### config.mk
export PLATFORM = sky130hd
export DESIGN_NAME = spi_phase_seq
export DESIGN_NICKNAME = d
export VERILOG_FILES = /design/src/rtl/spi_seq_pkg.sv /design/src/rtl/spi_seq_order.sv /design/src/rtl/spi_seq_lanes.sv /design/src/rtl/spi_phase_seq.sv
export SDC_FILE = /design/constraint.sdc
export NUM_CORES = 1
export LEC_CHECK = 0
export ABC_CLOCK_PERIOD_IN_PS = 9800
export BUFFER_PORTS_ARGS = -buffer_cell sky130_fd_sc_hd__buf_2
export CORE_MARGIN = 3
export CORE_UTILIZATION = 45
export DETAILED_ROUTE_END_ITERATION = 8
export HOLD_SLACK_MARGIN = 0.08
export PLACE_DENSITY_LB_ADDON = 0.15
export SYNTH_ARGS = -nofsm -noshare
export SYNTH_HDL_FRONTEND = slang
export SYNTH_HIERARCHICAL = 1
export SYNTH_SLANG_ARGS = --single-unit
export TNS_END_PERCENT = 30
### constraint.sdc
create_clock -name clk -period 9.8 [get_ports clk]
set_input_delay 0.49 -clock clk [delete_from_list [all_inputs] [get_ports clk]]
set_output_delay 0.49 -clock clk [all_outputs]
set_load 0.05 [all_outputs]
### src/rtl/spi_seq_pkg.sv
package spi_seq_pkg;

    typedef enum logic [2:0] {
        PH_IDLE  = 3'd0,
        PH_CMD   = 3'd1,
        PH_ADDR  = 3'd2,
        PH_DUMMY = 3'd3,
        PH_WR    = 3'd4,
        PH_RD    = 3'd5,
        PH_WRRD  = 3'd6,
        PH_END   = 3'd7
    } phase_e;

    localparam int BYTE_W = 8;

    function automatic logic [BYTE_W-1:0] bit_rev8(input logic [BYTE_W-1:0] v);
        logic [BYTE_W-1:0] r;
        for (int i = 0; i < BYTE_W; i++) r[i] = v[BYTE_W-1-i];
        return r;
    endfunction

endpackage

### src/rtl/spi_seq_order.sv
module spi_seq_order
    import spi_seq_pkg::*;
(
    input  logic [3:0] mode,
    input  logic [1:0] idx,
    input  logic       cmd_on,
    output phase_e     ph,
    output logic       legal
);
    phase_e a, b, c;

    always_comb begin
        a = PH_END; b = PH_END; c = PH_END;
        case (mode)
            4'd0: a = PH_WRRD;
            4'd1: a = PH_WR;
            4'd2: a = PH_RD;
            4'd3: begin a = PH_WR;    b = PH_RD; end
            4'd4: begin a = PH_RD;    b = PH_WR; end
            4'd5: begin a = PH_WR;    b = PH_DUMMY; c = PH_RD; end
            4'd6: begin a = PH_RD;    b = PH_DUMMY; c = PH_WR; end
            4'd8: begin a = PH_DUMMY; b = PH_WR; end
            4'd9: begin a = PH_DUMMY; b = PH_RD; end
            default: ;
        endcase
        case (idx)
            2'd0:    ph = a;
            2'd1:    ph = b;
            2'd2:    ph = c;
            default: ph = PH_END;
        endcase
        legal = (mode <= 4'd9) &&
                (cmd_on || !(mode == 4'd0 || mode == 4'd2 || mode == 4'd6 || mode == 4'd7));
    end
endmodule

### src/rtl/spi_seq_lanes.sv
module spi_seq_lanes
    import spi_seq_pkg::*;
(
    input  logic [BYTE_W-1:0] sh,
    input  logic [1:0]        lw,
    input  logic              in_on_lane0,
    input  logic [3:0]        din,
    output logic [3:0]        dout,
    output logic [BYTE_W-1:0] sh_next
);
    always_comb begin
        case (lw)
            2'd0: begin
                dout    = {3'b000, sh[7]};
                sh_next = {sh[6:0], in_on_lane0 ? din[0] : din[1]};
            end
            2'd1: begin
                dout    = {2'b00, sh[7:6]};
                sh_next = {sh[5:0], din[1:0]};
            end
            default: begin
                dout    = sh[7:4];
                sh_next = {sh[3:0], din};
            end
        endcase
    end
endmodule

### src/rtl/spi_phase_seq.sv
module spi_phase_seq
    import spi_seq_pkg::*;
#(
    parameter  int CNT_W      = 24,
    parameter  int ADDR_BYTES = 4,
    localparam int ADDR_W     = BYTE_W * ADDR_BYTES,
    localparam int ALEN_W     = (ADDR_BYTES > 1) ? $clog2(ADDR_BYTES) : 1
) (
    input  logic              clk,
    input  logic              rst_n,
    input  logic              start,
    input  logic [3:0]        mode,
    input  logic              cmd_en,
    input  logic              cmd_wide,
    input  logic [7:0]        cmd_byte,
    input  logic              addr_en,
    input  logic              addr_wide,
    input  logic [ALEN_W-1:0] addr_len,
    input  logic [ADDR_W-1:0] addr,
    input  logic [3:0]        dummy_cnt,
    input  logic [CNT_W-1:0]  wr_cnt,
    input  logic [CNT_W-1:0]  rd_cnt,
    input  logic              lsb_first,
    input  logic              dual_en,
    input  logic              quad_en,
    input  logic              three_wire,
    input  logic              tick,
    input  logic [3:0]        lane_in,
    output logic [3:0]        lane_out,
    output logic [3:0]        lane_oe,
    output logic              sclk_beat,
    input  logic              tx_avail,
    input  logic [7:0]        tx_byte,
    output logic              tx_pop,
    input  logic              rx_room,
    output logic              rx_push,
    output logic [7:0]        rx_byte,
    output logic              busy,
    output logic              done,
    output logic              err
);
    typedef struct packed {
        logic [3:0]        mode;
        logic              cmd_en;
        logic              cmd_wide;
        logic [7:0]        cmd_byte;
        logic              addr_en;
        logic              addr_wide;
        logic [ALEN_W-1:0] addr_len;
        logic [ADDR_W-1:0] addr;
        logic [3:0]        dummy_cnt;
        logic [CNT_W-1:0]  wr_cnt;
        logic [CNT_W-1:0]  rd_cnt;
        logic              lsb;
        logic [1:0]        dw;
        logic              three_wire;
    } cfg_t;

    typedef struct packed {
        phase_e            ph;
        logic [1:0]        didx;
        logic              loaded;
        logic [BYTE_W-1:0] sh;
        logic [2:0]        beats;
        logic [CNT_W-1:0]  left;
        logic [1:0]        lw;
        logic              done;
        logic              err;
        cfg_t              cfg;
    } st_t;

    function automatic logic [BYTE_W-1:0] addr_byte(input logic [ADDR_W-1:0] a,
                                                    input logic [CNT_W-1:0]  i);
        logic [ADDR_W-1:0] t;
        t = a >> (i * BYTE_W);
        return t[BYTE_W-1:0];
    endfunction

    // Sets up the per-phase fields on entry to phase p.
    function automatic st_t enter(input st_t s, input phase_e p, input cfg_t c);
        st_t r;
        r        = s;
        r.ph     = p;
        r.loaded = 1'b1;
        r.left   = '0;
        r.lw     = 2'd0;
        case (p)
            PH_CMD: begin
                r.lw = c.cmd_wide ? c.dw : 2'd0;
                r.sh = c.cmd_byte;
            end
            PH_ADDR: begin
                r.lw   = c.addr_wide ? c.dw : 2'd0;
                r.left = CNT_W'(c.addr_len);
                r.sh   = addr_byte(c.addr, CNT_W'(c.addr_len));
            end
            PH_DUMMY: r.left = CNT_W'(c.dummy_cnt);
            PH_WR: begin
                r.lw     = c.dw;
                r.left   = c.wr_cnt;
                r.loaded = 1'b0;
            end
            PH_RD: begin
                r.lw   = c.dw;
                r.left = c.rd_cnt;
            end
            PH_WRRD: begin
                r.left   = c.wr_cnt;
                r.loaded = 1'b0;
            end
            default: ;
        endcase
        r.beats = 3'd7 >> r.lw;
        return r;
    endfunction

    st_t               q, n;
    cfg_t              cfg_in, c_run;
    phase_e            seq_ph, tgt;
    logic              legal, idle, advance, last, wr_like, rd_like;
    logic [1:0]        idx_cur;
    logic [3:0]        lane_raw;
    logic [BYTE_W-1:0] sh_next;

    assign cfg_in = '{mode: mode, cmd_en: cmd_en, cmd_wide: cmd_wide, cmd_byte: cmd_byte,
                      addr_en: addr_en, addr_wide: addr_wide, addr_len: addr_len, addr: addr,
                      dummy_cnt: dummy_cnt, wr_cnt: wr_cnt, rd_cnt: rd_cnt, lsb: lsb_first,
                      dw: quad_en ? 2'd2 : (dual_en ? 2'd1 : 2'd0), three_wire: three_wire};

    assign idle    = (q.ph == PH_IDLE);
    assign c_run   = idle ? cfg_in : q.cfg;
    assign idx_cur = idle ? 2'd0 : q.didx;
    assign last    = (q.beats == 3'd0);
    assign wr_like = (q.ph == PH_WR) || (q.ph == PH_WRRD);
    assign rd_like = (q.ph == PH_RD) || (q.ph == PH_WRRD);

    spi_seq_order u_order (
        .mode   (c_run.mode),
        .idx    (idx_cur),
        .cmd_on (c_run.cmd_en),
        .ph     (seq_ph),
        .legal  (legal)
    );

    spi_seq_lanes u_lanes (
        .sh          (q.sh),
        .lw          (q.lw),
        .in_on_lane0 (q.cfg.three_wire),
        .din         (lane_in),
        .dout        (lane_raw),
        .sh_next     (sh_next)
    );

    always_comb begin
        n         = q;
        n.done    = 1'b0;
        n.err     = 1'b0;
        tx_pop    = 1'b0;
        rx_push   = 1'b0;
        sclk_beat = 1'b0;
        advance   = 1'b0;
        tgt       = PH_END;
        case (q.ph)
            PH_IDLE: begin
                if (start) begin
                    if (!legal) begin
                        n.done = 1'b1;
                        n.err  = 1'b1;
                    end else begin
                        n.cfg   = cfg_in;
                        advance = 1'b1;
                    end
                end
            end
            PH_DUMMY: begin
                if (tick) begin
                    sclk_beat = 1'b1;
                    if (q.left == '0) advance = 1'b1;
                    else              n.left = q.left - 1'b1;
                end
            end
            PH_CMD, PH_ADDR, PH_WR, PH_RD, PH_WRRD: begin
                if (wr_like && !q.loaded) begin
                    if (tx_avail) begin
                        tx_pop   = 1'b1;
                        n.sh     = q.cfg.lsb ? bit_rev8(tx_byte) : tx_byte;
                        n.loaded = 1'b1;
                    end
                end else if (tick && !(rd_like && last && !rx_room)) begin
                    sclk_beat = 1'b1;
                    n.sh      = sh_next;
                    rx_push   = rd_like && last;
                    if (!last) begin
                        n.beats = q.beats - 1'b1;
                    end else if (q.left == '0) begin
                        advance = 1'b1;
                    end else begin
                        n.left  = q.left - 1'b1;
                        n.beats = 3'd7 >> q.lw;
                        if (q.ph == PH_ADDR) n.sh = addr_byte(q.cfg.addr, q.left - 1'b1);
                        if (wr_like) n.loaded = 1'b0;
                    end
                end
            end
            default: n.ph = PH_IDLE;
        endcase

        if (advance) begin
            n.didx = idx_cur;
            if (idle && c_run.cmd_en) begin
                tgt = PH_CMD;
            end else if ((idle || q.ph == PH_CMD) && c_run.addr_en) begin
                tgt = PH_ADDR;
            end else begin
                tgt    = seq_ph;
                n.didx = idx_cur + 2'd1;
            end
            if (tgt == PH_END) begin
                n.ph   = PH_IDLE;
                n.done = 1'b1;
            end else begin
                n = enter(n, tgt, c_run);
            end
        end
    end

    always_ff @(posedge clk or negedge rst_n) begin
        if (!rst_n) q <= '0;
        else        q <= n;
    end

    always_comb begin
        case (q.ph)
            PH_CMD, PH_ADDR, PH_WR:
                lane_oe = (q.lw == 2'd0) ? 4'b0001 : ((q.lw == 2'd1) ? 4'b0011 : 4'b1111);
            PH_WRRD: lane_oe = 4'b0001;
            default: lane_oe = 4'b0000;
        endcase
    end

    assign lane_out = lane_raw & lane_oe;
    assign rx_byte  = q.cfg.lsb ? bit_rev8(sh_next) : sh_next;
    assign busy     = !idle;
    assign done     = q.done;
    assign err      = q.err;
endmodule

[After elaboration in Yosys (flattened, before gate mapping)]
Index checks and enable logic that the tools add are counted.
Storage, ports and cells
  bits in registers: 151
  word-level logic and storage cells: 170
  RAM bits: 0
  output and inout port bits: 22
  ROM bits: 0
  latch bits: 0
  bits of input ports: 124
  memories kept: 0
Operators by class
  magnitude comparators: 1
  equality and inequality tests: 26
  shift operators: 4
  $add $sub $neg: 3
  bitwise gates (word level): 2
  multiply operators: 0
  div/mod/pow operators: 0
  muxes and demuxes: 74
  reductions and logical operators: 37
Operator list (number)
  108-bit two-way mux: 2
  36-bit two-way mux: 6
  106-bit two-way mux: 2
  151-bit two-way mux: 1
  24-bit one-hot mux with 4 select lines: 1
  24-bit two-way mux: 3
  24-bit one-hot mux with 2 select lines: 1
  38-bit two-way mux: 1
  8-bit one-hot mux with 2 select lines: 2
  32-bit by 27-bit >> shifter with 8-bit output: 1
  32-bit by 5-bit >> shifter with 8-bit output: 1
  27-bit two-way mux: 1
  9-bit two-way mux: 3
  24-bit logical NOT: 1
  8-bit two-way mux: 3
  24-bit by 1-bit subtractor with 24-bit output (second input constant): 1
  3-bit equality test (second input constant): 7
  1-bit two-way mux: 21
  2-bit two-way mux: 9
  3-bit two-way mux: 6
  3-bit one-hot mux with 3 select lines: 2
  4-bit by 3-bit equality test with 1-bit output (second input constant): 4
  4-bit one-hot mux with 2 select lines: 2
  3-bit by 2-bit equality test with 1-bit output (second input constant): 4
  other kinds (31): 62

[Longest topological paths before layout]
  depth in word-level cells: 22
  depth in mapped cells: 20
  depth with buffers taken out: 14

[Hierarchy]
The synthesis kept the hierarchy.
By module, submodules not included
  spi_phase_seq: instances 1, cells each 1024, sequential area each 3778.6 µm², area an instance 9485.3 µm²
  spi_seq_lanes: instances 1, cells each 33, sequential area each 0.0 µm², area an instance 224.0 µm²
  spi_seq_order: instances 1, cells each 29, sequential area each 0.0 µm², area an instance 211.5 µm²

[Worst setup path before layout]
OpenSTA, ideal clock, no wires.
  path kind: register -> register
  from: reg q[149] (netlist name)
  to: reg q[138] (netlist name)
  library setup time: 116 ps
  arrival time: 4478 ps
  path slack: 5206 ps
  buffers on the path: 5
  data required time: 9684 ps
  clock period less this slack: 4594 ps
  cell stages (with the launch flop): 19
  path through: dfrtp_1 clkbuf_1 nor3_1 inv_1 buf_1 clkbuf_1 buf_1 nand2_1 nand2_1 xor2_1 a32o_1 a221oi_1 clkbuf_1 inv_1 o32a_1 a221oi_1 a221o_1 nand2_1 o311ai_0
RTL lines
  from (decl): RTL line spi_phase_seq.sv:117  | st_t q, n;
  from (signal assigned): RTL line spi_phase_seq.sv:229  | else q <= n;

==> results.toml <==
[critical_path]
worstSetupEndpoint = "q[111]$_DFF_PN0_"
timing.setup.critical_path_class = "reg2reg"
crit_fanout = 74
end_kind = "register"
r2r_start = "q[148]$_DFFE_PN0P_"
r2r_end = "q[111]$_DFF_PN0_"
ff2ff_path_depth = 14
worstPathRequired_ns = 10.14
startpoint = "q[148]$_DFFE_PN0P_"
cp-start-kind = "register"
reg2reg_slack_ns = 4.30
cp_data_arrival_time_ns = 5.83

[detailed_routing]
antenna_left = 0
finalWirelength_mm = 28.4
vias = 8686
drtIter0Drc = 775
drcViolationCount = 0
firstDrtPassIters = 6
routedWlPerCell_um = 19.3
viasPerCell = 5.91

[power]
ir_worst_vdd_uv = 191
p_leak_nw = 5.00
p_per_area_nw_per_um2 = 398

[clock_network]
holdBufCountCts = 0
cts_root_buffer = "clkbuf_16"
cts_resized = 0
cts_tree = "yes"
numCtsBuffers = 17
clk_pin_slew_worst_paths_ns = 0.06
clock_latency_ns = 0.43
cts_buffer_depth = 2
clkSinkCount = 151
cts_setup_buffers = 0
htreeDepth = 4

[place]
dp_slack_ns = 4.28
port_buffers = 145
post_dp_cell_area_um2 = 10800
dp_hpwl_mm = 20.2
gp_congestion = 0.923

[synth]
synth_edf_count = 0
seq_area_frac_synth = 0.381
syn_area_per_cell_um2 = 9.14
yosys_warnings = 6
yosysTopAreaCellShare = 0.381
synthDistinctLibCells = 74
synth_area_leaders = "dfrtp_1 38%, mux2_2 13%, nand2_1 7.8%"
syn_inst = 1086
synth_area_um2 = 9920
synth_most_common_cell = "nand2_1"
synth_top_cell_by_area = "dfrtp_1"
synth_seq_cells = 151
synthFlopType = "dfrtp_1"
synth_commonest_cells = "205 x nand2_1, 151 x dfrtp_1, 113 x mux2_2, 62 x mux2i_1, 58 x clkbuf_1"
synthArstFlopShare = 1.00
synthesis.nets = 1214

[timing]
hold_violations = 0
setup_tns_ns = 0
fin_crit_sh = 0.561
final_max_slew_viol_count = 0
worstMarginPinSlew_ns = 1.22
fin_ws_ns = 4.30
clock_skew_ns = 0.0118
final.min_clock_period_ns = 5.50
relSlewSlack = 0.184
rsz0062_at_grt = "false"
setup_viol = 0
fmax_mhz = 182

[die]
die-height_um = 154
dieWidth_um = 154
fp-row-count = 53
core-area_um2 = 21400
num_io_pins = 146
dieArea_um2 = 23900
start_util = 0.465

[layout]
layout.nets = 1311
design_area_um2 = 11400
drive_gt1_frac = 0.276
antenna_cells = 0
synthToLayoutAreaGrowth_pct = 14.5

[global_routing]
grt_usage = 0.237
grt_pass1_wl_mm = 45.5
antenna_found_initial = 0
grt-ovfl-total = 0
grt_pass1_vias = 8194
grt_max_degree = 99

[min_path]
hold_path.class = "in2async"

[job]
max-cap-violations = 0

[status]
status = "finished, final reports clean"
==> layer usage <==
layer,vias up,GRT usage,part of all wire
li1,4166,-,-
met1,4228,0.365,0.49
met2,275,0.355,0.44
met3,17,0.0364,0.055
met4,0,0.0454,0.0093
met5,-,0,0
==> power breakdown <==
part,switching (mW),internal [mW]
combinational,1.56,1.06
clock,0.271,0.399
sequential,0.291,0.934
==> worst min path at each step <==
stage / start / end / slack [ns] / cells after the start
after floorplan: rst_n / done$_DFF_PN0_ / 0.19 / 0
after global placement: q[5]$_DFFE_PN0P_ / q[5]$_DFFE_PN0P_ / 0.46 / 2
after detailed placement: q[146]$_DFFE_PN0P_ / q[146]$_DFFE_PN0P_ / 0.48 / 1
after CTS: rst_n / q[3]$_DFFE_PN0P_ / 0.22 / 1
after global routing: rst_n / q[3]$_DFFE_PN0P_ / 0.24 / 1
final: rst_n / q[3]$_DFFE_PN0P_ / 0.1 / 1
==> stage by stage <==
step / total power, mW / cells / hold WS (ns) / util
2_1_floorplan: 3.18 / 1086 / 0.194 / -
3_3_place_gp: 3.79 / 1439 / 0.463 / 0.504
3_5_place_dp: 3.83 / 1439 / 0.483 / 0.504
4_1_cts: 4.52 / 1470 / 0.216 / 0.532
5_1_grt: 4.86 / 1470 / 0.236 / 0.532
6_report: 4.52 / 1470 / 0.0959 / 0.532
==> cells in the final DEF, fill, tap and decap left out, types with 5 or more instances in the layout <==
master and instances:
o22ai_1 25, nor3b_1 5, buf_4 14, nor2b_1 10
inv_1 19, mux2i_1 62, xor2_1 9, a31oi_1 10
a21oi_1 50, nand4_1 6, nor2_1 51, clkbuf_16 17
nor4_1 10, nand3_1 17, a211oi_1 10, dfrtp_1 151
mux2_2 113, a221oi_1 8, nand2_1 205, or3_1 10
buf_2 144, o31ai_1 10, o41ai_1 7, nand2b_1 5
and2_1 10, nor3_1 24, nor4b_1 5, o21ai_0 49
o21ai_1 6, and3_1 5, xnor2_1 10, a32oi_1 12
mux4_2 10
==> sequential cells by signal, summed over array words and instances, names as in the netlist <==
register  cells
q           149
done          1
err           1
==> critical path, stage by stage (launching register included) <==
cell	delay, ns
dfrtp_1	0.60
nor3_2	0.25
buf_4	0.23
buf_4	0.67
nand2_1	0.12
nand2_1	0.27
xnor2_1	0.14
o22ai_1	0.36
nand3_4	0.68
a21boi_1	0.49
nor2_2	0.57
buf_4	0.38
o21ai_0	0.14
buf_4	0.22
o22ai_1	0.19
==> logic make-up (layout without fill, tap and decap cells) <==
family,Yosys count,after routing,share of synthesized area
compound gates,239,239,0.159
fa+ha+maj,4,4,0.00504
flops,151,151,0.381
mux,187,187,0.217
simple gates,385,385,0.179
xor+xnor,19,19,0.0168
buf+inv,101,210,0.0428
==> cell type report <==
class	count	area, µm²
clock buffer	19	433
fill	2024	10000
timing repair buffer	159	837
multi-input combinational	834	5740
clock inverter	12	154
sequential	151	3780
tap	275	344
inverter	20	75.1
Power figures use the tool's default switching activity.
